## config.mk

```make
export PLATFORM = sky130hd
export DESIGN_NAME = readout_sequencer
export DESIGN_NICKNAME = d
export VERILOG_FILES = /design/src/rtl/seq_pkg.sv /design/src/rtl/hit_gate.sv /design/src/rtl/lowest_pick.sv /design/src/rtl/readout_sequencer.sv
export SDC_FILE = /design/constraint.sdc
export NUM_CORES = 1
export LEC_CHECK = 0
export BUFFER_PORTS_ARGS = -buffer_cell sky130_fd_sc_hd__buf_2
export CORE_MARGIN = 1
export CORE_UTILIZATION = 40
export DETAILED_ROUTE_END_ITERATION = 8
export SLEW_MARGIN = 20
export SYNTH_ARGS = -nofsm -noshare
export SYNTH_HDL_FRONTEND = slang
export SYNTH_SLANG_ARGS = --single-unit
```

## constraint.sdc

```tcl
create_clock -name clk -period 4.1 [get_ports clk]
set_input_delay 0.205 -clock clk [delete_from_list [all_inputs] [get_ports clk]]
set_output_delay 0.205 -clock clk [all_outputs]
set_load 0.02 [all_outputs]
```

## src/rtl/seq_pkg.sv

```systemverilog
package seq_pkg;

    typedef enum logic {
        ST_IDLE = 1'b0,
        ST_SCAN = 1'b1
    } seq_state_e;

endpackage

```

## src/rtl/hit_gate.sv

```systemverilog
// Forms the per-channel eligibility vector used when a readout starts.
module hit_gate #(
    parameter int NUM_CH = 32
) (
    input  logic [NUM_CH-1:0] hit_i,
    input  logic [NUM_CH-1:0] en_i,
    input  logic              all_mode_i,
    output logic [NUM_CH-1:0] elig_o
);

    for (genvar c = 0; c < NUM_CH; c++) begin : g_ch
        // A disabled discriminator never yields a hit; full mode takes every channel.
        assign elig_o[c] = all_mode_i | (hit_i[c] & en_i[c]);
    end

endmodule

```

## src/rtl/lowest_pick.sv

```systemverilog
// Finds the lowest set bit of a vector as one-hot and as a binary index.
module lowest_pick #(
    parameter int NUM_CH = 32,
    parameter int ADDR_W = $clog2(NUM_CH)
) (
    input  logic [NUM_CH-1:0] vec_i,
    output logic [NUM_CH-1:0] onehot_o,
    output logic [ADDR_W-1:0] idx_o,
    output logic              any_o
);

    assign onehot_o = vec_i & (~vec_i + NUM_CH'(1));
    assign any_o    = |vec_i;

    always_comb begin
        idx_o = '0;
        for (int i = 0; i < NUM_CH; i++) begin
            if (onehot_o[i]) begin
                idx_o = idx_o | ADDR_W'(i);
            end
        end
    end

endmodule

```

## src/rtl/readout_sequencer.sv

```systemverilog
module readout_sequencer
    import seq_pkg::*;
#(
    parameter int NUM_CH = 32,
    parameter int ADDR_W = $clog2(NUM_CH)
) (
    input  logic              clk,
    input  logic              rst_n,
    input  logic [NUM_CH-1:0] hit_i,
    input  logic [NUM_CH-1:0] chan_en_i,
    input  logic              all_mode_i,
    input  logic              chip_sel_i,
    input  logic              start_i,
    output logic [ADDR_W-1:0] addr_o,
    output logic [NUM_CH-1:0] sel_o,
    output logic              valid_o,
    output logic              done_o
);

    typedef struct packed {
        seq_state_e        st;
        logic [NUM_CH-1:0] pend;
        logic [ADDR_W-1:0] addr;
        logic [NUM_CH-1:0] sel;
        logic              valid;
        logic              done;
        logic              all;
    } seq_regs_t;

    seq_regs_t r_d, r_q;

    logic [NUM_CH-1:0] elig;
    logic [NUM_CH-1:0] src;
    logic [NUM_CH-1:0] pick_oh;
    logic [ADDR_W-1:0] pick_idx;
    logic              pick_any;
    logic              go;

    hit_gate #(.NUM_CH(NUM_CH)) i_gate (
        .hit_i      (hit_i),
        .en_i       (chan_en_i),
        .all_mode_i (all_mode_i),
        .elig_o     (elig)
    );

    assign go  = start_i & chip_sel_i;
    assign src = (r_q.st == ST_IDLE) ? elig : r_q.pend;

    lowest_pick #(.NUM_CH(NUM_CH), .ADDR_W(ADDR_W)) i_pick (
        .vec_i    (src),
        .onehot_o (pick_oh),
        .idx_o    (pick_idx),
        .any_o    (pick_any)
    );

    always_comb begin
        r_d       = r_q;
        r_d.valid = 1'b0;
        r_d.done  = 1'b0;
        r_d.sel   = '0;
        unique case (r_q.st)
            ST_IDLE: begin
                if (go) begin
                    r_d.all = all_mode_i;
                    if (pick_any) begin
                        r_d.valid = 1'b1;
                        r_d.sel   = pick_oh;
                        r_d.addr  = pick_idx;
                        r_d.pend  = src & ~pick_oh;
                        r_d.st    = ST_SCAN;
                    end else begin
                        r_d.done  = 1'b1;
                    end
                end
            end
            ST_SCAN: begin
                if (pick_any) begin
                    r_d.valid = 1'b1;
                    r_d.sel   = pick_oh;
                    r_d.addr  = pick_idx;
                    r_d.pend  = src & ~pick_oh;
                end else begin
                    r_d.done  = 1'b1;
                    r_d.st    = ST_IDLE;
                end
            end
            default: r_d.st = ST_IDLE;
        endcase
    end

    always_ff @(posedge clk or negedge rst_n) begin
        if (!rst_n) begin
            r_q <= '{st: ST_IDLE, pend: '0, addr: '0, sel: '0,
                     valid: 1'b0, done: 1'b0, all: 1'b0};
        end else begin
            r_q <= r_d;
        end
    end

    assign addr_o  = r_q.addr;
    assign sel_o   = r_q.sel;
    assign valid_o = r_q.valid;
    assign done_o  = r_q.done;

    // Strobe and address stay aligned
    p_sel_at_addr_r6: assert property (@(posedge clk) disable iff (!rst_n)
        valid_o |-> (sel_o[addr_o] && $countones(sel_o) == 1));

    p_sel_quiet_r6: assert property (@(posedge clk) disable iff (!rst_n)
        !valid_o |-> (sel_o == '0));

    // Sparse and full readouts both climb in address
    p_ascending_r3: assert property (@(posedge clk) disable iff (!rst_n)
        (valid_o && $past(valid_o)) |-> (addr_o > $past(addr_o)));

    // Full mode visits every address in turn
    p_all_step_r4: assert property (@(posedge clk) disable iff (!rst_n)
        (valid_o && $past(valid_o) && r_q.all) |-> (addr_o == $past(addr_o) + 1'b1));

    // Done and valid are exclusive
    p_done_excl_r7: assert property (@(posedge clk) disable iff (!rst_n)
        !(done_o && valid_o));

    // No qualified start in idle, no activity
    p_no_start_r2: assert property (@(posedge clk) disable iff (!rst_n)
        (r_q.st == ST_IDLE && !go) |=> (!valid_o && !done_o));

    // A qualified start with eligible channels presents one next cycle
    p_first_out_r3: assert property (@(posedge clk) disable iff (!rst_n)
        (r_q.st == ST_IDLE && go && elig != '0) |=> valid_o);

    // Empty readout finishes at once
    p_empty_done_r8: assert property (@(posedge clk) disable iff (!rst_n)
        (r_q.st == ST_IDLE && go && elig == '0) |=> (done_o && !valid_o));

endmodule

```

### After elaboration in Yosys (flattened, before gate mapping)

Cells that the tools add are included.

* muxes and demuxes: 46
* bitwise gates (word level): 70
* $add $sub $neg: 1
* eq/ne operators: 5
* reductions and logical operators: 3

Operator list (count)
* 2-to-1 mux 71 bit: 3
* 2-to-1 mux 73 bit: 2
* one-hot mux 72 bit (2 select lines): 1
* 2-to-1 mux 70 bit: 2
* 2-to-1 mux 5 bit: 16
* bitwise AND 32 bit: 2
* inverter 32 bit: 2
* bitwise AND 1 bit: 33
* adder 32 x 1 -> 32 bit (second input constant): 1
* 2-to-1 mux 32 bit: 1
* 2-to-1 mux 4 bit: 8
* bitwise OR 1 bit: 32
* OR reduction 32 bit: 1
* 2-to-1 mux 3 bit: 4
* 2-to-1 mux 1 bit: 7
* AND reduction 3 bit: 2
* 2-to-1 mux 2 bit: 2
* inequality test 2 x 1 -> 1 bit (second input constant): 2
* inequality test 3 x 2 -> 1 bit (second input constant): 1
* inequality test 3 bit (second input constant): 1
* inequality test 2 bit (second input constant): 1
* inverter 1 bit: 1

* output and inout port bits: 39
* bits in registers: 72
* logic and storage cells: 131
* input bits: 69

### Depth between registers and ports, before layout

Gate-level depths: netlist of the first run.

* word-level depth: 43
* mapped depth: 17
* gate-level depth less buffers: 12

### By module

Synthesis of the first run repeated with hierarchy kept, for this count alone.

* cell total of the unflattened synthesis: 453
* area total of the unflattened synthesis: 4435.5 µm²

By module, submodules not included
* readout_sequencer: cells each 295, area each 3402.0 µm², instances 1, seq. area each 1776.7 µm²
* lowest_pick: cells each 123, area each 719.4 µm², instances 1, seq. area each 0.0 µm²
* hit_gate: cells each 35, area each 314.1 µm², instances 1, seq. area each 0.0 µm²

### Least setup slack after synthesis of the first run

OpenSTA, ideal clock, no wires.

* path type: reg2reg
* from: register r_q[72] (netlist name)
* to: register r_q, in the netlist addr_o[1]
* data required time: 3.953 ns
* setup time: 0.147 ns
* arrival: 3.496 ns
* period minus slack after synthesis: 3.643 ns
* path slack: 0.457 ns
* buffers on the path: 5
* cell stages (with the launch flop): 16
* cell sequence: dfrtp_1 > buf_4 > buf_6 > buf_6 > buf_6 > buf_6 > inv_1 > a2bb2oi_1 > nor3_1 > nand3_2 > inv_1 > ha_1 > nor3_1 > o211ai_1 > a2111oi_0 > a31oi_1

* cells in the longest elaborated chain, start to end: 40
* elaborated cells on any way between the ends: 48
* classes of those cells: add/sub (1); eq/ne (3); mux (39); bitwise (3); reduce/logical (2)

Ends and longest elaborated chain
* start: declaration: line readout_sequencer.sv:30 `seq_regs_t r_d, r_q;`
* start signal: assignment: line readout_sequencer.sv:93 `r_q <= '{st: ST_IDLE, pend: '0, addr: '0, sel: '0,`
* start signal: assignment: line readout_sequencer.sv:96 `r_q <= r_d;`
* 2-to-1 mux 32 bit: line readout_sequencer.sv:47 `assign src = (r_q.st == ST_IDLE) ? elig : r_q.pend;`
* inverter 32 bit: line lowest_pick.sv:12 `assign onehot_o = vec_i & (~vec_i + NUM_CH'(1));`
* adder 32 x 1 -> 32 bit: line lowest_pick.sv:12
* bitwise AND 32 bit: line lowest_pick.sv:12
* 2-to-1 mux 2 bit (2 in series): line lowest_pick.sv:18 `if (onehot_o[i]) begin`
* 2-to-1 mux 3 bit (4 in series): line lowest_pick.sv:18
* 2-to-1 mux 4 bit (8 in series): line lowest_pick.sv:18
* 2-to-1 mux 5 bit (16 in series): line lowest_pick.sv:18
* 2-to-1 mux 71 bit: line readout_sequencer.sv:65 `if (pick_any) begin`
* 2-to-1 mux 71 bit: line readout_sequencer.sv:63 `if (go) begin`
* 2-to-1 mux 71 bit: line readout_sequencer.sv:61 `unique case (r_q.st)`
* 2-to-1 mux 73 bit: line readout_sequencer.sv:63
* 2-to-1 mux 73 bit: line readout_sequencer.sv:61
* one-hot mux 72 bit (2 select lines): line readout_sequencer.sv:61

Several ways; a longest one is shown, not always the timed one. The select of a mux whose other input is x is not followed.
A chain may end at the register's enable or synchronous reset.

### Worst setup path after layout of the first run

Same ends and word-level chain as after synthesis.

==> results.py, run 1 <==
metrics = {
    "run_status": {
        "status": "completed",
    },
    "placed_design": {
        "gp_congestion": 0.869,
        "port_buffers": 107,
        "post_dp_cell_area_um2": 4800,
        "dp_hpwl_um": 9300,
    },
    "floorplanning": {
        "num_rows": 37,
        "fp.coreArea_um2": 10400,
        "start_util_pct": 41.7,
        "dieArea_um2": 11300,
        "die_y_um": 106,
        "die_x_um": 106,
        "io_pins": 108,
    },
    "clock_network": {
        "cts_num_sinks": 71,
        "post_cts_buffers": 0,
        "cts.clk_slew.worst_paths_ns": 0.08,
        "cts_htree_levels": 3,
        "cts_made_buffers": 9,
        "clockBufferDepth": 2,
        "clock_latency_ns": 0.35,
        "tritoncts": "yes",
        "clock-root-buffer": "clkbuf_8",
    },
    "setup_path": {
        "crit_fanout": 24,
        "crit_arrival_ns": 3.81,
        "critPathLaunchType": "register",
        "critPathKind": "register to register",
        "cp-end-kind": "register",
        "required_ns": 4.30,
    },
    "timing": {
        "tightest_slew_ns": 0.842,
        "hold_violations": 0,
        "rsz0062_at_grt": "no",
        "setup_violations": 0,
        "period_share_pct": 88.0,
        "slew_viol_final": 0,
        "skew_ns": 0.00657,
        "slew_headroom_pct": 43.9,
        "layout_min_cycle_time_ns": 3.61,
        "tns_ns": 0,
        "timing.fmax_mhz": 277,
    },
    "synthesis": {
        "ys_warn_count": 0,
        "synth_cells": 477,
        "syn_area_per_cell_um2": 9.11,
        "ys_async_sr_fraction_pct": 100,
        "synthesis.nets": 548,
        "synth.area.top_cells": "dfrtp_1 41%, buf_4 6.7%, nand2_1 5.0%",
        "synth_area_um2": 4340,
        "synth_ff_type": "dfrtp_1",
        "ys_ff_latch": 71,
        "netlist.area_leader.share_pct": 40.9,
        "ys_seq_area_share_pct": 40.9,
        "synth_edf_count": 0,
        "yosysUniqueCellTypes": 67,
        "synth_top_area_cell": "dfrtp_1",
    },
    "flow_run": {
        "max_cap_violations": 0,
    },
    "hold_path": {
        "hp-class": "input pin to register",
    },
    "routing": {
        "num_vias": 3929,
        "vias_per_cell": 5.62,
        "ant_nets": 0,
        "drtPass1Iterations": 5,
        "routed_wl_um": 12300,
        "route.detailed.drc": 0,
        "dr.first_iter.drc_count": 198,
        "wire_per_inst_um": 17.5,
    },
    "grt": {
        "antenna_found_initial": 0,
        "grt_pass1_wl_um": 19900,
        "grt_max_degree": 38,
        "track_usage_pct": 22.8,
        "overflow": 0,
        "first_global_vias": 3893,
    },
    "power": {
        "ir_drop_mv": 0.182,
        "powerDensity_nw_per_um2": 415,
        "leakage_nw": 2.41,
        "total_power_mw": 2.09,
    },
    "cells_and_area": {
        "most-common-layout-cells": "107 x buf_2, 70 x dfrtp_1, 58 x nand2_1",
        "syn_to_final_growth_pct": 16.0,
        "diodes": 0,
        "drive_above_1_share_pct": 31.6,
        "multiInputGateArea_um2": 2120,
        "num-fill-cells": 1026,
        "final_common_cell": "buf_2",
        "design_area_um2": 5040,
        "num-nets-final": 629,
        "regArea_um2": 1780,
    },
}
==> logic make-up (layout without fill, tap and decap cells) <==
logic type	count (synthesis)	after routing	synth area share [%]
AND/OR/NAND/NOR	215	215	25.9
adder cells (fa/ha/maj)	2	2	0.576
multiplexers	5	5	1.24
AO/OA/AOI/OAI	119	119	20.8
flip-flops	71	71	40.9
buffers and inverters	65	151	10.6
==> cell type report <==
type | count | share of cell area (%)
Clock inverter | 5 | 1.61
Tap cell | 136 | 3.38
Clock buffer | 11 | 2.81
Sequential cell | 71 | 35.3
Inverter | 6 | 0.447
Multi-Input combinational cell | 341 | 42.0
Timing Repair Buffer | 129 | 14.5
==> cells in the mapped netlist, drive strengths merged, types with 3 or more instances <==
cell type   n
nand4       4
dfrtp      71
a22o        6
a311oi      4
o22a        4
nand2      59
and2        4
nor3       23
a211oi     22
and3        9
nand3       9
nor2b      18
a211o       7
or3         3
and4        5
clkbuf      7
or2        14
buf        52
inv         6
o22ai      10
nor4       12
nor2       42
nand2b      7
a21oi      15
a21o        5
mux2        3
o21ai      11
o31ai      15
==> layer usage <==
layer,wire length (um),GRT usage [%],up-vias
met4,189,7.54,0
met3,645,2.82,14
met5,0,0,-
met2,5660,37.0,141
met1,5760,31.4,1905
li1,-,-,1869
==> state kept, by name (all words and copies together), names as in the netlist <==
register	flops
addr_o	5
done_o	1
r_q	32
sel_o	32
valid_o	1
==> metrics by stage <==
step                      utilization (%)  std cells  hold WS, ns  setup slack [ns]
after floorplan                         -        477      -0.0906             0.457
after global placement               46.1        682        0.351             0.609
after detailed placement             46.1        682        0.363             0.401
after CTS                            48.3        699        0.102             0.355
after global routing                 48.4        699        0.115             0.145
final                                48.4        699        0.106             0.490
==> repair_timing <==
action / 4_1_cts / 5_1_grt
setup endpoints to repair: 0 / 1
hold buffers: 1 / 0
resized for setup: 0 / 1
hold endpoints to repair: 34 / 0
==> path summary, 6_finish.rpt <==
path | start | endpoint | depth (start not counted) | slack [ns]
max in group asynchronous | rst_n | r_q[72] | 3 | 2.60
min | chip_sel_i | sel_o[0] | 3 | 0.11
max | r_q[72] | addr_o[1] | 12 | 0.49
min in group asynchronous | rst_n | sel_o[8] | 2 | 0.48
min reg2reg | r_q[54] | r_q[54] | 2 | 0.47
max reg2reg | r_q[72] | addr_o[1] | 12 | 0.49
==> worst max-delay path: stages, from the launching register on <==
cell,delay (ns)
dfrtp_2,0.67
buf_4,0.28
a211o_1,0.16
a22oi_1,0.14
and4_1,0.32
and4_1,0.31
nand3_2,0.11
inv_1,0.06
ha_1,0.21
nor3_4,0.45
o211ai_1,0.16
a2111oi_0,0.45
a31oi_1,0.13
==> power breakdown <==
group | switching [mW] | internal (mW)
logic | 0.349 | 0.232
clock network | 0.280 | 0.360
registers | 0.0644 | 0.806
(Power assumes the default switching activity.)
==> run 2, diff against run 1 <==
--- a/config.mk
+++ b/config.mk
@@ -5,6 +5,7 @@
 export SDC_FILE = /design/constraint.sdc
 export NUM_CORES = 1
 export LEC_CHECK = 0
+export ABC_AREA = 1
 export BUFFER_PORTS_ARGS = -buffer_cell sky130_fd_sc_hd__buf_2
 export CORE_MARGIN = 1
 export CORE_UTILIZATION = 40
==> run 2 against run 1 <==
Net effect:
- clock power is 7.7% lower
- critical endpoint is now r_q[48]
- count of clock-buffer cells in the layout is 1 lower
- largest power group unchanged
- largest cell class unchanged
- utilization is 1.6 points lower
- highest routed layer unchanged
- critical path depth is 1 higher
- sequential power is 5.6% lower
- power is 11% lower
- final area is 3.4% lower
==> results.py, run 2 <==
metrics = {
    "grt": {
        "grt_max_degree": 44,
        "first_global_vias": 3844,
        "overflow": 0,
        "grt_pass1_wl_um": 19000,
        "antenna_found_initial": 0,
        "track_usage_pct": 22.0,
    },
    "clock_network": {
        "clock-root-buffer": "clkbuf_8",
        "clock_latency_ns": 0.36,
        "clockBufferDepth": 2,
        "cts_htree_levels": 3,
        "post_cts_buffers": 0,
        "cts_num_sinks": 71,
        "cts.clk_slew.worst_paths_ns": 0.08,
        "ctsResizeCount": 0,
        "tritoncts": "yes",
        "cts_made_buffers": 9,
    },
    "synthesis": {
        "synth.area.top_cells": "dfrtp_1 41%, nand2_1 19%, inv_1 7.1%",
        "synth_most_common_cell": "nand2_1",
        "synth_top_area_cell": "dfrtp_1",
        "ys_async_sr_fraction_pct": 100,
        "ys_warn_count": 0,
        "synth_area_um2": 4330,
        "yosysUniqueCellTypes": 30,
        "ys_seq_area_share_pct": 41.1,
        "synth_commonest_cells": "216 x nand2_1, 82 x inv_1, 71 x dfrtp_1, 66 x nor2_1, 46 x nand3_1",
        "ys_ff_latch": 71,
        "synth_cells": 620,
        "synth_edf_count": 0,
        "syn_area_per_cell_um2": 6.98,
        "synth_ff_type": "dfrtp_1",
        "netlist.area_leader.share_pct": 41.1,
        "synthesis.nets": 691,
    },
    "hold_path": {
        "holdPathEnd": "sel_o[0]",
        "min_from": "chip_sel_i",
        "hp-class": "input pin to register",
        "hold_depth": 3,
    },
    "routing": {
        "vias_per_cell": 4.78,
        "dr.first_iter.drc_count": 199,
        "num_vias": 3980,
        "ant_nets": 0,
        "drtPass1Iterations": 5,
        "route.detailed.drc": 0,
        "routed_wl_um": 11800,
        "wire_per_inst_um": 14.2,
    },
    "timing": {
        "fin_hold_ws_ns": 0.100,
        "timing.fmax_mhz": 269,
        "setup_violations": 0,
        "slew_headroom_pct": 31.4,
        "tns_ns": 0,
        "slew_viol_final": 0,
        "rsz0062_at_grt": "no",
        "hold_violations": 0,
        "period_share_pct": 90.6,
        "tightest_slew_ns": 1.03,
        "layout_min_cycle_time_ns": 3.71,
        "skew_ns": 0.0129,
    },
    "floorplanning": {
        "io_pins": 108,
        "die_y_um": 106,
        "die_x_um": 106,
        "fp.coreArea_um2": 10400,
        "start_util_pct": 41.5,
        "num_rows": 37,
        "dieArea_um2": 11200,
    },
    "cells_and_area": {
        "design_area_um2": 4870,
        "final_core_util_pct": 46.8,
        "num-nets-final": 762,
        "diodes": 0,
        "most-common-layout-cells": "216 x nand2_1, 107 x buf_2, 82 x inv_1",
        "drive_above_1_share_pct": 21.0,
        "final_common_cell": "nand2_1",
        "syn_to_final_growth_pct": 12.6,
    },
    "setup_path": {
        "cp_slowest_cell": "nor2_2",
        "critPathLaunchType": "register",
        "critPathKind": "register to register",
        "critPathMaxStageDelay_ns": 0.67,
        "r2r_end": "r_q[48]",
        "crit_arrival_ns": 3.91,
        "crit_fanout": 31,
        "ff2ff_path_depth": 13,
        "path_buf_inv": 3,
        "timing.rr.start": "r_q[72]",
        "required_ns": 4.30,
        "cp-end-kind": "register",
        "cp_cell_sequence": "nor2_2 > nand2_1 > nand2_1 > nand2_1 > nor3_2 > nand4_2 > inv_2 > ha_1 > inv_1 > nand3_1 > inv_1 > nand4_1 > o21ai_0",
        "r2r_slack_ns": 0.39,
        "crit_top_cell": "nand2_1",
        "path_delay_family": "simple AND/OR/NAND/NOR gates",
    },
    "power": {
        "powerDensity_nw_per_um2": 384,
        "leakage_nw": 2.77,
        "total_power_mw": 1.87,
        "ir_drop_mv": 0.205,
    },
    "placed_design": {
        "post_dp_cell_area_um2": 4650,
        "port_buffers": 107,
        "dp_hpwl_um": 9000,
        "gp_congestion": 0.895,
    },
    "flow_run": {
        "max_cap_violations": 0,
    },
    "run_status": {
        "status": "completed",
    },
}
run 2: cell types whose count changed after synthesis, sizes merged, moves of 22 or more:
| cell | before | now |
|---|---|---|
| a211oi | 22 | 0 |
| inv | 6 | 83 |
| nor2 | 42 | 78 |
| nand3 | 9 | 46 |
| nand2 | 59 | 219 |
run 2: what timing repair did:
action / CTS / global route
endpoints found under the hold margin: 28 / 0
hold buffers: 1 / 0
setup endpoints to repair: 0 / 22
run 2: layout make-up:
type                    instances  area (um2)
clock buffers                  10         138
clock inverters                 6        68.8
fillers                      1141        5550
inverters                      85         320
multi-input cells             413        1830
flip-flops and latches         71        1780
well taps                     136         170
repair buffers                111         568
run 2: through the flow:
| stage | instances | setup WS, ns |
|---|---|---|
| after floorplan | 620 | 1.63 |
| after global placement | 814 | 0.419 |
| after detailed placement | 814 | 0.294 |
| after CTS | 831 | 0.261 |
| after global routing | 832 | 0.0287 |
| final | 832 | 0.387 |
run 2: worst max-delay path by stage:
stage                   end  cells past startpoint  startpoint
finish              r_q[48]                     13     r_q[72]
global route        r_q[48]                     15     r_q[72]
CTS                 r_q[56]                     15     r_q[72]
detailed placement  r_q[56]                     15     r_q[72]
global placement    r_q[48]                     15     r_q[72]
floorplan           r_q[64]                     17     r_q[72]
run 2: power breakdown:
group | switching, mW | internal, mW | leakage (nW)
Combinational | 0.320 | 0.139 | 1.74
Sequential | 0.0332 | 0.787 | 0.923
Clock | 0.290 | 0.301 | 0.103
run 2: kinds of logic after synthesis:
family	after synthesis	share of synthesized area, %
and+or+nand+nor	367	36.0
AOI/OAI and AO/OA	43	5.50
adders and majority gates	2	0.578
DFF	71	41.1
buffers and inverters	137	16.8
run 2: worst min-delay path, stage by stage:
cell     delay (ns)
buf_2          0.09
nand2_1        0.07
nor2_1         0.05
run 2: per-layer routing:
layer  GRT usage [%]  vias up  share of wire (%)
met4            9.82        0                2.9
met1            32.3     1806                 50
met2            32.2      130                 42
li1                -     2019                  -
met5               0        -                  0
met3            2.82       25                4.9
